<file path="config.mk">
export PLATFORM = sky130hd
export DESIGN_NAME = edo_page_ctrl
export DESIGN_NICKNAME = d
export VERILOG_FILES = /design/src/rtl/edo_pkg.sv /design/src/rtl/edo_wait_timer.sv /design/src/rtl/edo_row_tracker.sv /design/src/rtl/edo_page_ctrl.sv
export SDC_FILE = /design/constraint.sdc
export NUM_CORES = 1
export LEC_CHECK = 0
export BUFFER_PORTS_ARGS = -buffer_cell sky130_fd_sc_hd__buf_4
export CORE_ASPECT_RATIO = 1.25
export CORE_MARGIN = 2
export CORE_UTILIZATION = 63
export CTS_BUF_LIST = sky130_fd_sc_hd__clkbuf_4 sky130_fd_sc_hd__clkbuf_8
export CTS_CLUSTER_DIAMETER = 80
export DETAILED_ROUTE_END_ITERATION = 8
export PLACE_DENSITY_LB_ADDON = 0.05
export SYNTH_ARGS = -nofsm -noshare
export SYNTH_HDL_FRONTEND = slang
export SYNTH_SLANG_ARGS = --single-unit
</file>
<file path="constraint.sdc">
create_clock -name clk -period 3.85 [get_ports clk]
set_input_delay 0 -clock clk [delete_from_list [all_inputs] [get_ports clk]]
set_output_delay 0 -clock clk [all_outputs]
set_load 0.02 [all_outputs]
</file>
<file path="src/rtl/edo_pkg.sv">
package edo_pkg;
    typedef enum logic [2:0] {
        ST_IDLE,   // row closed, waiting
        ST_RCD,    // row strobe low, waiting out row-to-column delay
        ST_COL,    // column address and command set up
        ST_CAS,    // column strobe low
        ST_CP,     // column precharge, read data sampled at its end
        ST_OPEN,   // row open, waiting
        ST_PRE     // row precharge
    } edo_state_e;
endpackage

</file>
<file path="src/rtl/edo_wait_timer.sv">
module edo_wait_timer #(
    parameter int W = 4
) (
    input  logic         clk,
    input  logic         rst_n,
    input  logic         load_i,
    input  logic [W-1:0] value_i,
    output logic         done_o
);
    logic [W-1:0] cnt_d, cnt_q;

    always_comb begin
        if (load_i)
            cnt_d = value_i;
        else if (cnt_q != '0)
            cnt_d = cnt_q - 1'b1;
        else
            cnt_d = cnt_q;
    end

    always_ff @(posedge clk) begin
        if (!rst_n) cnt_q <= '0;
        else        cnt_q <= cnt_d;
    end

    assign done_o = (cnt_q == '0);
endmodule

</file>
<file path="src/rtl/edo_row_tracker.sv">
module edo_row_tracker #(
    parameter int ROW_W  = 10,
    parameter int CNT_W  = 15,
    parameter int LIMIT  = 10000,
    parameter int MARGIN = 6
) (
    input  logic             clk,
    input  logic             rst_n,
    input  logic             ras_low_i,
    input  logic             load_i,
    input  logic [ROW_W-1:0] load_row_i,
    input  logic [ROW_W-1:0] cmp_row_i,
    output logic             hit_o,
    output logic             budget_ok_o
);
    localparam logic [CNT_W-1:0] THRESH  = CNT_W'(LIMIT - MARGIN);
    localparam logic [CNT_W-1:0] CNT_TOP = '1;

    logic [CNT_W-1:0] cnt_d, cnt_q;
    logic [ROW_W-1:0] row_d, row_q;

    always_comb begin
        if (!ras_low_i)
            cnt_d = '0;
        else if (cnt_q == CNT_TOP)
            cnt_d = cnt_q;
        else
            cnt_d = cnt_q + 1'b1;
        row_d = load_i ? load_row_i : row_q;
    end

    always_ff @(posedge clk) begin
        if (!rst_n) begin
            cnt_q <= '0;
            row_q <= '0;
        end else begin
            cnt_q <= cnt_d;
            row_q <= row_d;
        end
    end

    assign hit_o       = ras_low_i && (row_q == cmp_row_i);
    assign budget_ok_o = (cnt_q < THRESH);
endmodule

</file>
<file path="src/rtl/edo_page_ctrl.sv">
module edo_page_ctrl
    import edo_pkg::*;
#(
    parameter int ROW_W  = 10,
    parameter int COL_W  = 10,
    parameter int DATA_W = 16,
    parameter int T_RCD  = 2,
    parameter int T_CAS  = 2,
    parameter int T_CP   = 1,
    parameter int T_RP   = 2,
    parameter int T_RASP = 10000
) (
    input  logic                         clk,
    input  logic                         rst_n,
    input  logic                         req_valid,
    output logic                         req_ready,
    input  logic [ROW_W+COL_W-1:0]       req_addr,
    input  logic                         req_write,
    input  logic [1:0]                   req_be,
    input  logic [DATA_W-1:0]            req_wdata,
    output logic                         rd_valid,
    output logic [DATA_W-1:0]            rd_data,
    output logic                         mem_ras_n,
    output logic                         mem_ucas_n,
    output logic                         mem_lcas_n,
    output logic                         mem_we_n,
    output logic                         mem_oe_n,
    output logic [((ROW_W > COL_W) ? ROW_W : COL_W)-1:0] mem_addr,
    output logic [DATA_W-1:0]            mem_dq_out,
    output logic                         mem_dq_oe,
    input  logic [DATA_W-1:0]            mem_dq_in
);
    localparam int ADDR_W      = ROW_W + COL_W;
    localparam int MUX_W       = (ROW_W > COL_W) ? ROW_W : COL_W;
    localparam int TMAX_A      = (T_RCD > T_CAS) ? T_RCD : T_CAS;
    localparam int TMAX_B      = (T_CP > T_RP) ? T_CP : T_RP;
    localparam int TMR_MAX     = (TMAX_A > TMAX_B) ? TMAX_A : TMAX_B;
    localparam int TMR_W       = $clog2(TMR_MAX + 1);
    localparam int RASP_W      = $clog2(T_RASP + 1) + 1;
    localparam int PAGE_MARGIN = T_CAS + T_CP + 3;

    typedef struct packed {
        edo_state_e        state;
        logic              ras_n;
        logic              ucas_n;
        logic              lcas_n;
        logic              we_n;
        logic              oe_n;
        logic [MUX_W-1:0]  addr;
        logic [DATA_W-1:0] dq_out;
        logic              dq_oe;
        logic              rd_valid;
        logic [DATA_W-1:0] rd_data;
        logic              pending;
        logic [ADDR_W-1:0] r_addr;
        logic              r_write;
        logic [1:0]        r_be;
        logic [DATA_W-1:0] r_wdata;
    } ctl_t;

    ctl_t q, d;

    logic              t_load, t_done;
    logic [TMR_W-1:0]  t_val;
    logic              row_load, row_hit, budget_ok;
    logic [ROW_W-1:0]  row_val;

    // Capture an incoming request into the held copy.
    function automatic ctl_t take_req(input ctl_t s, input logic [ADDR_W-1:0] a,
                                      input logic w, input logic [1:0] b,
                                      input logic [DATA_W-1:0] wd);
        ctl_t r = s;
        r.r_addr  = a;
        r.r_write = w;
        r.r_be    = b;
        r.r_wdata = wd;
        return r;
    endfunction

    // Column setup cycle: column on the bus, command pins one cycle ahead of the strobe.
    function automatic ctl_t col_setup(input ctl_t s);
        ctl_t r = s;
        r.state = ST_COL;
        r.addr  = MUX_W'(s.r_addr[COL_W-1:0]);
        if (s.r_write) begin
            r.we_n   = 1'b0;
            r.oe_n   = 1'b1;
            r.dq_oe  = 1'b1;
            r.dq_out = s.r_wdata;
        end else begin
            r.we_n  = 1'b1;
            r.oe_n  = 1'b0;
            r.dq_oe = 1'b0;
        end
        return r;
    endfunction

    always_comb begin
        d          = q;
        d.rd_valid = 1'b0;
        t_load     = 1'b0;
        t_val      = '0;
        row_load   = 1'b0;
        row_val    = q.r_addr[ADDR_W-1:COL_W];
        unique case (q.state)
            ST_IDLE: begin
                if (req_valid) begin
                    d        = take_req(d, req_addr, req_write, req_be, req_wdata);
                    d.state  = ST_RCD;
                    d.ras_n  = 1'b0;
                    d.addr   = MUX_W'(req_addr[ADDR_W-1:COL_W]);
                    t_load   = 1'b1;
                    t_val    = TMR_W'(T_RCD - 1);
                    row_load = 1'b1;
                    row_val  = req_addr[ADDR_W-1:COL_W];
                end
            end
            ST_RCD: begin
                if (t_done) d = col_setup(q);
            end
            ST_COL: begin
                d.state  = ST_CAS;
                d.ucas_n = !q.r_be[1];
                d.lcas_n = !q.r_be[0];
                t_load   = 1'b1;
                t_val    = TMR_W'(T_CAS - 1);
            end
            ST_CAS: begin
                if (t_done) begin
                    d.state  = ST_CP;
                    d.ucas_n = 1'b1;
                    d.lcas_n = 1'b1;
                    d.we_n   = 1'b1;
                    d.dq_oe  = 1'b0;
                    t_load   = 1'b1;
                    t_val    = TMR_W'(T_CP - 1);
                end
            end
            ST_CP: begin
                if (t_done) begin
                    d.state = ST_OPEN;
                    d.oe_n  = 1'b1;
                    if (!q.r_write) begin
                        d.rd_valid = 1'b1;
                        d.rd_data  = mem_dq_in;
                    end
                end
            end
            ST_OPEN: begin
                if (!budget_ok) begin
                    d.state   = ST_PRE;
                    d.ras_n   = 1'b1;
                    d.pending = 1'b0;
                    t_load    = 1'b1;
                    t_val     = TMR_W'(T_RP - 1);
                end else if (req_valid) begin
                    d = take_req(d, req_addr, req_write, req_be, req_wdata);
                    if (row_hit) begin
                        d = col_setup(d);
                    end else begin
                        d.state   = ST_PRE;
                        d.ras_n   = 1'b1;
                        d.pending = 1'b1;
                        t_load    = 1'b1;
                        t_val     = TMR_W'(T_RP - 1);
                    end
                end
            end
            ST_PRE: begin
                if (t_done) begin
                    if (q.pending) begin
                        d.state   = ST_RCD;
                        d.ras_n   = 1'b0;
                        d.pending = 1'b0;
                        d.addr    = MUX_W'(q.r_addr[ADDR_W-1:COL_W]);
                        t_load    = 1'b1;
                        t_val     = TMR_W'(T_RCD - 1);
                        row_load  = 1'b1;
                    end else begin
                        d.state = ST_IDLE;
                    end
                end
            end
            default: d.state = ST_IDLE;
        endcase
    end

    always_ff @(posedge clk) begin
        if (!rst_n) begin
            q        <= '0;
            q.ras_n  <= 1'b1;
            q.ucas_n <= 1'b1;
            q.lcas_n <= 1'b1;
            q.we_n   <= 1'b1;
            q.oe_n   <= 1'b1;
        end else begin
            q <= d;
        end
    end

    edo_wait_timer #(.W(TMR_W)) u_timer (
        .clk     (clk),
        .rst_n   (rst_n),
        .load_i  (t_load),
        .value_i (t_val),
        .done_o  (t_done)
    );

    edo_row_tracker #(
        .ROW_W  (ROW_W),
        .CNT_W  (RASP_W),
        .LIMIT  (T_RASP),
        .MARGIN (PAGE_MARGIN)
    ) u_rows (
        .clk         (clk),
        .rst_n       (rst_n),
        .ras_low_i   (!q.ras_n),
        .load_i      (row_load),
        .load_row_i  (row_val),
        .cmp_row_i   (req_addr[ADDR_W-1:COL_W]),
        .hit_o       (row_hit),
        .budget_ok_o (budget_ok)
    );

    assign req_ready  = (q.state == ST_IDLE) || ((q.state == ST_OPEN) && budget_ok);
    assign rd_valid   = q.rd_valid;
    assign rd_data    = q.rd_data;
    assign mem_ras_n  = q.ras_n;
    assign mem_ucas_n = q.ucas_n;
    assign mem_lcas_n = q.lcas_n;
    assign mem_we_n   = q.we_n;
    assign mem_oe_n   = q.oe_n;
    assign mem_addr   = q.addr;
    assign mem_dq_out = q.dq_out;
    assign mem_dq_oe  = q.dq_oe;
endmodule

</file>
==> summary.txt <==
Logic synthesis
  • Yosys reg bits: 119
  • Post-Syn Area: 6400 µm²
  • Ys async rst share: 0%
  • Post-synth EDFFs: 0
  • Syn avg cell area: 7.77 µm²
  • Post-synthesis sequential area ratio: 37.2%
  • Top_reg_cell synth: dfxtp_1
  • Gate Count Post-Synth: 823
  • Yosys Warn Count: 0
  • Net Count, Synth: 883
  • Unique masters post-synth: 58

Global route
  • Met1 Use GR: 39.0%
  • Antenna violations before repair: 0
  • Vias in the first global route: 6,150
  • Busiest grt layer: met2
  • First-pass GRT wire length: 29,100 µm
  • Largest net degree at the start of global routing: 61
  • GRT met3 Usage: 6.39%
  • GRT Total Usage: 33.3%
  • M2 GR Usage: 57.8%
  • GRT overflow: 0

STA
  • Final number of hold-violating endpoints: 0
  • F_max: 326 MHz
  • Final setup margin: 0.787 ns
  • Slew Viols, Final: 0
  • Ratio of final minimum period to clock period: 79.6%
  • Setup TNS Final: 0 ns
  • Slew @ Worst Pin: 1.17 ns
  • Minimum clock period: 3.06 ns
  • Worst Skew: 0.0136 ns
  • Final setup viols: 0
  • RSZ-0062 raised after global routing: false
  • Max_slew headroom: 21.7%

Worst setup path
  • Req. time, crit path: 3.85 ns
  • Startpoint class of the critical path: flip-flop
  • Critical Path AT: 3.06 ns
  • Reg-to-reg critical path startpoint: u_timer.cnt_q[0]
  • Flop-to-flop setup slack: 1.00 ns
  • Worst R2R Path Depth: 5
  • Crit Path Class: reg2out
  • Reg2Reg Capture Point: u_rows.row_q[3]
  • CP max FO: 21
  • Crit. End Element: primary output

CTS
  • Worst skew pair latency: 0.44 ns
  • Clock tree sinks: 119
  • CTS resizes: 0
  • Clock Tree Root: clkbuf_8
  • Inserted Clock Buffers: 17
  • H-tree depth: 4
  • Bufs on Longest Clock Path: 2
  • Clock-pin slew on the worst setup and hold paths: 0.07 ns
  • CTS tree: yes

Drt
  • DRT Pass-1 Iters: 6
  • Total number of vias: 6,700
  • Via density: 6.41
  • Antenna-violating nets left: 0
  • Final wirelength: 18,700 µm
  • DRC Markers: 0
  • DRT iter0 DRCs: 628
  • WL per Instance: 17.9 µm

Die
  • Placeable Area: 10,000 µm²
  • Starting Density: 63.9%
  • Num rows: 41
  • I/O pin cnt: 108
  • Die Y: 117 µm
  • Die X: 94.1 µm
  • Die area: 11,000 µm²

Pwr
  • Switching Share: 38.6%
  • Reg power frac: 36.7%
  • Clock power share: 26.1%
  • Switching power: 1.80 mW
  • Maximum vdd drop: 0.388 mV
  • P_int: 2.86 mW
  • Power Density: 597 nW/µm²
  • Leakage: 3.04 nW
  • Comb pwr share: 37.2%

Status
  • Status: completed

Finish
  • Antenna diodes: 0
  • NumNets Final: 964
  • Area grow syn2layout: 22.1%
  • Finished Core Util: 78.1%
  • Share of cells above drive strength 1: 18.0%

Worst hold path
  • Hold Path Origin: req_valid
  • Hold path cells: 3
  • Min-Delay Endpoint: q[90]
  • Hold Crit Class: in2reg

Placement
  • Port bufs: 107
  • Pre-CTS setup slack: 1.06 ns
  • Hpwl dp: 11,500 µm
  • Placer Congestion: 0.835

Job
  • Max-Cap Viols: 0
==> cells in the mapped netlist (13+ instances only) <==
master / number / area share (%)
clkbuf_1: 51 / 3.0
and2_1: 20 / 2.0
a31oi_1: 20 / 2.0
buf_4: 44 / 5.2
xor2_1: 14 / 1.9
o21ai_0: 47 / 3.7
nand3_1: 91 / 7.1
a21oi_1: 87 / 6.8
nand2_1: 111 / 6.5
nor2_1: 30 / 1.8
dfxtp_1: 119 / 37
a211oi_1: 13 / 1.5
a222oi_1: 16 / 2.5
mux2i_1: 22 / 3.4
==> layout by cell type (no fill, tap or decap), drive strengths merged, types with 4 or more instances in the layout <==
cell type and count:
or3 8, clkinv 5, a32oi 5, nand2b 6, nor2 30, o211ai 7
mux2i 22, clkbuf 23, a211oi 13, xor2 14, buf 120, nor3 7
inv 8, nand2 111, dlygate4sd3 56, nor2b 4, a222oi 16, nand3 91
a22oi 10, and3 5, o21ai 61, dfxtp 119, a21oi 87, a31oi 20
and2 20
==> state kept, by name, summed over array words and instances, names as in the netlist <==
name           flops
mem_dq_oe          1
rd_data           16
mem_ras_n          1
mem_lcas_n         1
u_rows.row_q      10
mem_dq_out        16
q                 43
mem_oe_n           1
u_timer.cnt_q      2
mem_addr          10
u_rows.cnt_q      15
mem_we_n           1
rd_valid           1
mem_ucas_n         1
==> cells by family after synthesis <==
kind of cell	count (synthesis)	share of synthesized area [%]
AOI/OAI and AO/OA	239	23.4
xor gates and xnor gates	15	2.05
adders and majority gates	2	0.391
buffers and inverters	122	10.6
DFF	119	37.2
muxes	22	3.44
and+or+nand+nor	304	22.9
==> critical path, cell delays in order, from the launching register on <==
cell and delay (ns):
dfxtp_1 0.37, o21ai_0 0.18, nor4b_2 0.75, o21a_1 0.75, nand3_1 0.16, a21oi_1 0.22
buf_4 0.19
==> what timing repair did <==
item,in CTS,in global routing
hold buffers,56,0
hold endpoints to repair,85,0
setup buffers,0,0
==> per-stage QoR <==
step / cell area, µm² / instances / hold slack [ns] / total power [mW]
2_1_floorplan: 6400 / 823 / 0.136 / 2.97
3_3_place_gp: 6830 / 958 / 0.248 / 3.30
3_5_place_dp: 6830 / 958 / 0.260 / 3.38
4_1_cts: 7810 / 1046 / 0.00442 / 4.62
5_1_grt: 7810 / 1046 / 0.0354 / 4.89
6_report: 7810 / 1046 / 0.0345 / 4.66
==> layer usage <==
metal / up-vias / part of all wire [%] / routed length (µm)
met5: - / 0 / 0
met4: 0 / 3.5 / 660
met3: 70 / 6.7 / 1250
met2: 349 / 51 / 9540
met1: 3180 / 39 / 7250
li1: 3101 / - / -
==> how the worst max path moves through the flow <==
| stage | start | endpoint | slack (ns) | cells past startpoint |
|---|---|---|---|---|
| 4_1_cts | u_rows.cnt_q[1] | req_ready | 0.81 | 6 |
| 2_1_floorplan | u_timer.cnt_q[0] | mem_dq_out[0] | 1.84 | 8 |
| 5_1_grt | u_rows.cnt_q[1] | req_ready | 0.58 | 6 |
| 3_3_place_gp | u_rows.cnt_q[1] | q[91] | 1.18 | 5 |
| 3_5_place_dp | u_timer.cnt_q[0] | u_rows.row_q[2] | 1.06 | 5 |
| 6_report | u_rows.cnt_q[1] | req_ready | 0.79 | 6 |
==> power groups by stage <==
stage | Sequential, mW | Clock, mW | Combinational (mW)
after floorplan | 1.63 | 0 | 1.34
after global placement | 1.71 | 0 | 1.59
after detailed placement | 1.72 | 0 | 1.65
after CTS | 1.70 | 1.22 | 1.70
after global routing | 1.74 | 1.27 | 1.88
final | 1.71 | 1.22 | 1.73
==> area by class of cell <==
class / count / area, µm²
flip-flops and latches: 119 / 2380
clock inverters: 9 / 123
well taps: 129 / 161
clock buffers: 23 / 298
multi-input cells: 582 / 3350
fillers: 703 / 2190
inverters: 8 / 30.0
repair buffers: 176 / 1460
Power figures use the tool's default switching activity.
